### config.mk
export PLATFORM = sky130hd
export DESIGN_NAME = uuid_lun_router
export DESIGN_NICKNAME = d
export VERILOG_FILES = /design/src/rtl/xlu_pkg.sv /design/src/rtl/xlu_match.sv /design/src/rtl/xlu_table.sv /design/src/rtl/xlu_dispatch.sv /design/src/rtl/uuid_lun_router.sv
export SDC_FILE = /design/constraint.sdc
export NUM_CORES = 1
export LEC_CHECK = 0
export CORE_ASPECT_RATIO = 0.9
export CORE_UTILIZATION = 50
export DETAILED_ROUTE_END_ITERATION = 12
export DONT_BUFFER_PORTS = 1
export GPL_ROUTABILITY_DRIVEN = 0
export PLACE_DENSITY = 0.68
export SYNTH_ARGS = -nofsm -noshare
export SYNTH_HDL_FRONTEND = slang
export SYNTH_SLANG_ARGS = --single-unit
### constraint.sdc
create_clock -name clk -period 4 [get_ports clk]
set_input_delay 0.6 -clock clk [delete_from_list [all_inputs] [get_ports clk]]
set_output_delay 0.6 -clock clk [all_outputs]
set_load 0.02 [all_outputs]
### src/rtl/xlu_pkg.sv
package xlu_pkg;
  typedef enum logic [1:0] {
    FB_TRAP = 2'd0,
    FB_ZERO = 2'd1,
    FB_ONES = 2'd2
  } fb_mode_e;

  typedef enum logic [1:0] {
    ST_IDLE = 2'd0,
    ST_REQ  = 2'd1,
    ST_WAIT = 2'd2
  } disp_state_e;

  localparam int SUB_W  = 3;
  localparam int PRIV_W = 2;
  localparam int OP_W   = 3;
endpackage

### src/rtl/xlu_match.sv
module xlu_match #(
  parameter int N = 8,
  localparam int IDX_W = (N > 1) ? $clog2(N) : 1
) (
  input  logic [N-1:0]     req,
  output logic             any,
  output logic [IDX_W-1:0] idx
);
  always_comb begin
    any = 1'b0;
    idx = '0;
    for (int i = N - 1; i >= 0; i--) begin
      if (req[i]) begin
        any = 1'b1;
        idx = IDX_W'(i);
      end
    end
  end
endmodule

### src/rtl/xlu_table.sv
module xlu_table #(
  parameter int NENT    = 8,
  parameter int IFACE_W = 20,
  parameter int LUN_W   = 12,
  localparam int IDX_W  = (NENT > 1) ? $clog2(NENT) : 1,
  localparam int KEY_W  = IFACE_W + xlu_pkg::SUB_W,
  localparam int OUT_W  = LUN_W + xlu_pkg::SUB_W,
  localparam int PRIV_W = xlu_pkg::PRIV_W
) (
  input  logic               clk,
  input  logic               rst,
  input  logic               cfg_we,
  input  logic [IDX_W-1:0]   cfg_slot,
  input  logic               cfg_valid,
  input  logic [IFACE_W-1:0] cfg_iface,
  input  logic [LUN_W-1:0]   cfg_lun,
  input  logic [PRIV_W-1:0]  cfg_priv,
  input  logic               tr_req,
  input  logic [KEY_W-1:0]   tr_key,
  input  logic [PRIV_W-1:0]  tr_priv,
  output logic               tr_ack,
  output logic [OUT_W-1:0]   tr_lun
);
  localparam int SUB_W = xlu_pkg::SUB_W;

  logic [NENT-1:0]    slot_ok;
  logic [IFACE_W-1:0] slot_iface [NENT];
  logic [LUN_W-1:0]   slot_lun   [NENT];
  logic [PRIV_W-1:0]  slot_priv  [NENT];
  logic [NENT-1:0]    hit;
  logic               hit_any;
  logic [IDX_W-1:0]   hit_idx;
  logic [LUN_W-1:0]   hit_lun;

  always_ff @(posedge clk) begin
    if (rst) slot_ok <= '0;
    else if (cfg_we) slot_ok[cfg_slot] <= cfg_valid;
  end

  always_ff @(posedge clk) begin
    if (cfg_we) begin
      slot_iface[cfg_slot] <= cfg_iface;
      slot_lun[cfg_slot]   <= cfg_lun;
      slot_priv[cfg_slot]  <= cfg_priv;
    end
  end

  for (genvar g = 0; g < NENT; g++) begin : g_cmp
    assign hit[g] = slot_ok[g]
                 && (slot_iface[g] == tr_key[KEY_W-1:SUB_W])
                 && (tr_priv >= slot_priv[g]);
  end

  xlu_match #(.N(NENT)) u_match (
    .req (hit),
    .any (hit_any),
    .idx (hit_idx)
  );

  assign hit_lun = slot_lun[hit_idx];

  always_ff @(posedge clk) begin
    if (rst) begin
      tr_ack <= 1'b0;
      tr_lun <= '0;
    end else begin
      tr_ack <= tr_req;
      if (tr_req) begin
        if (hit_any && (hit_lun != '0)) tr_lun <= {hit_lun, tr_key[SUB_W-1:0]};
        else tr_lun <= '0;
      end
    end
  end

  assert_ack_follows_req_R2: assert property (@(posedge clk) disable iff (rst)
    tr_req |=> tr_ack);

  assert_zero_unit_clears_sub_R3: assert property (@(posedge clk) disable iff (rst)
    (tr_ack && (tr_lun[OUT_W-1:SUB_W] == '0)) |-> (tr_lun[SUB_W-1:0] == '0));
endmodule

### src/rtl/xlu_dispatch.sv
module xlu_dispatch #(
  parameter int XLEN  = 32,
  parameter int LUN_W = 12,
  parameter xlu_pkg::fb_mode_e FB_MODE = xlu_pkg::FB_TRAP,
  localparam int OP_W = xlu_pkg::OP_W
) (
  input  logic            clk,
  input  logic            rst,
  input  logic            cmd_valid,
  output logic            cmd_ready,
  input  logic [OP_W-1:0] cmd_op,
  input  logic [XLEN-1:0] cmd_a,
  input  logic [XLEN-1:0] cmd_b,
  output logic            res_valid,
  output logic            res_trap,
  output logic [XLEN-1:0] res_data,
  output logic            dev_valid,
  input  logic            dev_ready,
  output logic [OP_W-1:0] dev_op,
  output logic [LUN_W-1:0] dev_lun,
  output logic [XLEN-1:0] dev_a,
  output logic [XLEN-1:0] dev_b,
  input  logic            dev_rvalid,
  input  logic [XLEN-1:0] dev_rdata
);
  import xlu_pkg::*;

  disp_state_e      state;
  logic             accept;
  logic [LUN_W-1:0] cmd_lun;

  assign cmd_ready = (state == ST_IDLE);
  assign accept    = cmd_valid && cmd_ready;
  assign cmd_lun   = cmd_a[LUN_W-1:0];

  always_ff @(posedge clk) begin
    if (rst) begin
      state     <= ST_IDLE;
      res_valid <= 1'b0;
      res_trap  <= 1'b0;
      res_data  <= '0;
      dev_valid <= 1'b0;
      dev_op    <= '0;
      dev_lun   <= '0;
      dev_a     <= '0;
      dev_b     <= '0;
    end else begin
      res_valid <= 1'b0;
      res_trap  <= 1'b0;
      case (state)
        ST_IDLE: begin
          if (accept) begin
            if (cmd_lun == '0) begin
              res_valid <= 1'b1;
              res_trap  <= (FB_MODE == FB_TRAP);
              res_data  <= (FB_MODE == FB_ONES) ? {XLEN{1'b1}} : {XLEN{1'b0}};
            end else begin
              dev_valid <= 1'b1;
              dev_op    <= cmd_op;
              dev_lun   <= cmd_lun;
              dev_a     <= cmd_a;
              dev_b     <= cmd_b;
              state     <= ST_REQ;
            end
          end
        end
        ST_REQ: begin
          if (dev_ready) begin
            dev_valid <= 1'b0;
            state     <= ST_WAIT;
          end
        end
        ST_WAIT: begin
          if (dev_rvalid) begin
            res_valid <= 1'b1;
            res_data  <= dev_rdata;
            state     <= ST_IDLE;
          end
        end
        default: state <= ST_IDLE;
      endcase
    end
  end

  assert_req_held_R8: assert property (@(posedge clk) disable iff (rst)
    (dev_valid && !dev_ready) |=> (dev_valid && $stable(dev_op) && $stable(dev_lun)
                                   && $stable(dev_a) && $stable(dev_b)));

  assert_zero_unit_no_device_R10: assert property (@(posedge clk) disable iff (rst)
    $rose(dev_valid) |-> ($past(cmd_valid) && ($past(cmd_a[LUN_W-1:0]) != '0)));

  assert_trap_payload_R10: assert property (@(posedge clk) disable iff (rst)
    res_trap |-> (res_valid && (res_data == '0)));
endmodule

### src/rtl/uuid_lun_router.sv
module uuid_lun_router #(
  parameter int XLEN    = 32,
  parameter int NENT    = 8,
  parameter int LUN_W   = 12,
  parameter int IFACE_W = (XLEN == 64) ? 52 : 20,
  parameter xlu_pkg::fb_mode_e FB_MODE = xlu_pkg::FB_TRAP,
  localparam int IDX_W  = (NENT > 1) ? $clog2(NENT) : 1,
  localparam int KEY_W  = IFACE_W + xlu_pkg::SUB_W,
  localparam int OUT_W  = LUN_W + xlu_pkg::SUB_W,
  localparam int PRIV_W = xlu_pkg::PRIV_W,
  localparam int OP_W   = xlu_pkg::OP_W
) (
  input  logic               clk,
  input  logic               rst,
  input  logic               cfg_we,
  input  logic [IDX_W-1:0]   cfg_slot,
  input  logic               cfg_valid,
  input  logic [IFACE_W-1:0] cfg_iface,
  input  logic [LUN_W-1:0]   cfg_lun,
  input  logic [PRIV_W-1:0]  cfg_priv,
  input  logic               tr_req,
  input  logic [KEY_W-1:0]   tr_key,
  input  logic [PRIV_W-1:0]  tr_priv,
  output logic               tr_ack,
  output logic [OUT_W-1:0]   tr_lun,
  input  logic               cmd_valid,
  output logic               cmd_ready,
  input  logic [OP_W-1:0]    cmd_op,
  input  logic [XLEN-1:0]    cmd_a,
  input  logic [XLEN-1:0]    cmd_b,
  output logic               res_valid,
  output logic               res_trap,
  output logic [XLEN-1:0]    res_data,
  output logic               dev_valid,
  input  logic               dev_ready,
  output logic [OP_W-1:0]    dev_op,
  output logic [LUN_W-1:0]   dev_lun,
  output logic [XLEN-1:0]    dev_a,
  output logic [XLEN-1:0]    dev_b,
  input  logic               dev_rvalid,
  input  logic [XLEN-1:0]    dev_rdata
);
  xlu_table #(
    .NENT(NENT), .IFACE_W(IFACE_W), .LUN_W(LUN_W)
  ) u_table (
    .clk(clk), .rst(rst),
    .cfg_we(cfg_we), .cfg_slot(cfg_slot), .cfg_valid(cfg_valid),
    .cfg_iface(cfg_iface), .cfg_lun(cfg_lun), .cfg_priv(cfg_priv),
    .tr_req(tr_req), .tr_key(tr_key), .tr_priv(tr_priv),
    .tr_ack(tr_ack), .tr_lun(tr_lun)
  );

  xlu_dispatch #(
    .XLEN(XLEN), .LUN_W(LUN_W), .FB_MODE(FB_MODE)
  ) u_disp (
    .clk(clk), .rst(rst),
    .cmd_valid(cmd_valid), .cmd_ready(cmd_ready), .cmd_op(cmd_op),
    .cmd_a(cmd_a), .cmd_b(cmd_b),
    .res_valid(res_valid), .res_trap(res_trap), .res_data(res_data),
    .dev_valid(dev_valid), .dev_ready(dev_ready), .dev_op(dev_op),
    .dev_lun(dev_lun), .dev_a(dev_a), .dev_b(dev_b),
    .dev_rvalid(dev_rvalid), .dev_rdata(dev_rdata)
  );
endmodule

==> results.sh <==
export IMPL_setup_violations_final=0
export IMPL_crit_required_ns=4.43
export IMPL_cts_htree_levels=2
export IMPL_firstDrtPassIters=7
export IMPL_area_growth_synth_to_final_pct=15.34
export IMPL_hold_buffers=0
export IMPL_drive_gt1_share_pct=13.86
export IMPL_synth_distinct_cells=72
export IMPL_grt_ovfl_total=0
export IMPL_critical_path_arrival_ns=4.32
export IMPL_routed_via_density=6.050
export IMPL_finClkSkew_ns=0.009111
export IMPL_startpoint_of_the_most_critical_hold_path="rst"
export IMPL_outcome="finished clean"
export IMPL_n_fill_cell=2545
export IMPL_synth_largest_area_cell="sky130_fd_sc_hd__edfxtp_1"
export IMPL_grt_pass1_vias=10588
export IMPL_final_hold_worst_slack_ns=0.1364
export IMPL_synth_seq_cells=400
export IMPL_final_hold_viol_count=0
export IMPL_power_density_nw_per_um2=493.7
export IMPL_async_reset_ff_share_pct=0
export IMPL_layout_nets=1573
export IMPL_ant_nets=0
export IMPL_synth_top_flop_cell="sky130_fd_sc_hd__edfxtp_1"
export IMPL_synth_enable_flop_cells=272
export IMPL_cp_end_kind="register"
export IMPL_drc_errors=0
export IMPL_layoutNonFillerInstCount=1839
export IMPL_detailedRoute_firstIterationViolations=1152
export IMPL_reg2regPathDepth=13
export IMPL_die_x_um=193.8
export IMPL_global_route_usage_total_pct=26.50
export IMPL_floorplan_die_height_um=174.7
export IMPL_core_um2=32270
export IMPL_r2r_slack_ns=0.11
export IMPL_static_leakage_power_nw=6.639
export IMPL_synth_top_area_share_pct=49.32
export IMPL_initial_core_util_pct=51.32
export IMPL_hold_end="u_table.tr_ack"
export IMPL_clkTransAtPathRegs_ns=0.06
export IMPL_postLayoutCoreUtil_pct=59.20
export IMPL_post_synth_cell_area_avg_um2=12.43
export IMPL_worstSetupPathType="reg -> reg"
export IMPL_critical_path_peak_fanout=8
export IMPL_avgRoutedWirePerCell_um=24.82
export IMPL_critical_path_startpoint_type="register"
export IMPL_netlist_instances=1332
export IMPL_netlist_top_cells_area="sky130_fd_sc_hd__edfxtp_1, sky130_fd_sc_hd__dfxtp_1, sky130_fd_sc_hd__xor2_1"
export IMPL_timing_hold_worst_class="in -> reg"
export IMPL_clock_tree_root_cell="sky130_fd_sc_hd__clkbuf_16"
export IMPL_worst_ir_drop_vdd_uv=333.7
export IMPL_top_level_ports=300
export IMPL_detail_route_wirelength_um=45650
export IMPL_die_area_um2=33860
export IMPL_grt_pass1_wl_um=66730
export IMPL_slew_viol_final=0
export IMPL_worstReg2RegStart="u_table.slot_iface[6][11]"
export IMPL_grt_setup_unrepaired="yes"
export IMPL_finalWorstPathRequiredPeriod_ns=3.890
export IMPL_cts_sink_count=400
export IMPL_clkLatencyLatePin_ns=0.54
export IMPL_cap_viol_max_count=0
export IMPL_detailed_place_hpwl_um=32220
export IMPL_port_buffer_count=0
export IMPL_seq_area_frac_synth_pct=64.79
export IMPL_tritoncts_clock_tree="built"
export IMPL_vias=11126
export IMPL_grt_max_degree=119
export IMPL_min_delay_path_depth=1
export IMPL_numCtsBuffers=41
export IMPL_antenna_found_initial=1
export IMPL_max_freq_ghz=0.2570
export IMPL_rows=62
export IMPL_synth_fp_nets=1517
export IMPL_tns_ns=0
export IMPL_place_detailed_instances=1757
export IMPL_synth_yosys_warnings=0
export IMPL_capturing_point_of_the_worst_reg2reg_path="u_table.tr_lun[2]"
export IMPL_period_share_pct=97.26
export IMPL_max_clock_path_buffers=3
export IMPL_worstMarginPinSlew_ns=1.350
export IMPL_slew_headroom_pct=9.992
export IMPL_synth_area_um2=16560
[how the worst max path moves through the flow]
stage | from | slack (ns) | to | cells past startpoint
2_1_floorplan | tr_key[22] | 0.19 | u_table.tr_lun[0] | 14
3_3_place_gp | tr_priv[0] | -0.09 | u_table.tr_lun[2] | 16
3_5_place_dp | tr_priv[0] | -0.14 | u_table.tr_lun[0] | 17
4_1_cts | u_table.slot_iface[7][11] | 0.03 | u_table.tr_lun[2] | 13
5_1_grt | u_table.slot_iface[6][19] | -0.09 | u_table.tr_lun[2] | 13
6_report | u_table.slot_iface[6][11] | 0.11 | u_table.tr_lun[2] | 13
[stage by stage]
stage	worst slack, ns	area, um^2	power, W
floorplan	0.1923	16560	0.005160
global placement	-0.08735	17440	0.005276
detailed placement	-0.1378	17440	0.005290
CTS	0.02814	18950	0.009472
global route	-0.08589	19100	0.009697
finish	0.1096	19100	0.009432
[worst max-delay path, cell delays in order, from the launching register on]
cell                        delay [ns]
sky130_fd_sc_hd__edfxtp_1         0.39
sky130_fd_sc_hd__xor2_1           0.21
sky130_fd_sc_hd__or4_1            0.53
sky130_fd_sc_hd__or4_4            0.43
sky130_fd_sc_hd__o211ai_1         0.23
sky130_fd_sc_hd__a311o_2          0.31
sky130_fd_sc_hd__buf_12           0.17
sky130_fd_sc_hd__mux2i_2          0.23
sky130_fd_sc_hd__o2bb2ai_2        0.10
sky130_fd_sc_hd__o31ai_2          0.26
sky130_fd_sc_hd__nand4_1          0.15
sky130_fd_sc_hd__nor4_2           0.28
sky130_fd_sc_hd__nand4_1          0.24
sky130_fd_sc_hd__a31o_1           0.25
[repair_timing]
item | CTS | global route
resized for setup | 0 | 19
setup endpoints to repair | 0 | 5
setup buffers | 0 | 3
hold endpoints to repair | 0 | 0
[cells in the mapped netlist, drive strengths merged, types with 5 or more instances]
library cell,n
nand4,30
nand2,174
nand3,22
and2,8
dfxtp,128
nor4,42
ha,16
o21ai,17
or3b,6
or4,12
nor3,23
nand4b,7
mux2i,24
xnor2,72
edfxtp,272
clkbuf,34
nor2,58
xor2,93
inv,14
a21o,5
nand2b,17
or3,6
buf,44
a22oi,34
a21oi,93
[sequential cells by signal, indices dropped and copies added, names as in the netlist, 2 cells and up]
| name | flops |
|---|---|
| u_disp.dev_b | 32 |
| u_table.slot_iface | 160 |
| u_disp.res_data | 32 |
| u_disp.dev_op | 3 |
| u_disp.state | 2 |
| u_table.slot_lun | 96 |
| u_table.tr_lun | 15 |
| u_disp.dev_a | 32 |
| u_table.slot_priv | 16 |
| u_table.slot_ok | 8 |
[routing by layer]
metal	track usage [%]	vias to the layer above	part of all wire, %
met3	8.531	113	11
li1	-	4977	-
met5	0	-	0
met2	39.32	599	44
met4	10.62	0	3.8
met1	36.11	5437	41
[layout by cell type, fill, tap and decap left out, drive strengths merged, types with 4 or more instances in the layout]
master / netlist / final
a21o: 5 / 5
a21oi: 93 / 93
a221oi: 4 / 4
a22oi: 34 / 34
a31oi: 4 / 4
and2: 8 / 8
buf: 44 / 90
bufinv: 0 / 7
clkbuf: 34 / 55
clkinv: 0 / 9
clkinvlp: 0 / 4
dfxtp: 128 / 128
edfxtp: 272 / 272
ha: 16 / 16
inv: 14 / 16
mux2i: 24 / 24
nand2: 174 / 174
nand2b: 17 / 17
nand3: 22 / 22
nand4: 30 / 30
nand4b: 7 / 7
nor2: 58 / 58
nor3: 23 / 23
nor4: 42 / 42
o211a: 4 / 4
o211ai: 4 / 4
o21a: 4 / 4
o21ai: 17 / 17
o2bb2ai: 4 / 4
o31ai: 4 / 4
or3: 6 / 6
or3b: 6 / 6
or4: 12 / 12
xnor2: 72 / 72
xor2: 93 / 93
[area by class of cell]
| class | instances | area (um^2) | area share, % |
|---|---|---|---|
| Sequential cell | 400 | 10730 | 56.17 |
| Multi-Input combinational cell | 840 | 5543 | 29.01 |
| Clock buffer | 54 | 1214 | 6.353 |
| Timing Repair Buffer | 91 | 738.2 | 3.864 |
| Tap cell | 416 | 520.5 | 2.725 |
| Clock inverter | 22 | 300.3 | 1.572 |
| Inverter | 14 | 52.55 | 0.2751 |
| Antenna cell | 2 | 5.005 | 0.02620 |
[cells by family (layout without fill, tap and decap cells)]
kind of cell / after synthesis / in the layout / synth area share (%)
other: 0 / 2 / 0
adder cells (fa/ha/maj): 16 / 16 / 1.209
XOR/XNOR: 165 / 165 / 8.726
AND/OR/NAND/NOR: 427 / 427 / 12.86
multiplexers: 25 / 25 / 1.541
AO/OA/AOI/OAI: 207 / 207 / 8.091
buffers and inverters: 92 / 181 / 2.788
flip-flops: 400 / 400 / 64.79
[report_power, final]
group	internal (W)	total, W	switching [W]
Clock	0.00260	0.00421	0.00161
Sequential	0.00457	0.00472	0.000155
Combinational	0.000179	0.000499	0.000320
Total	0.00735	0.00943	0.00208
No activity file was read; power rests on OpenSTA's default activity.
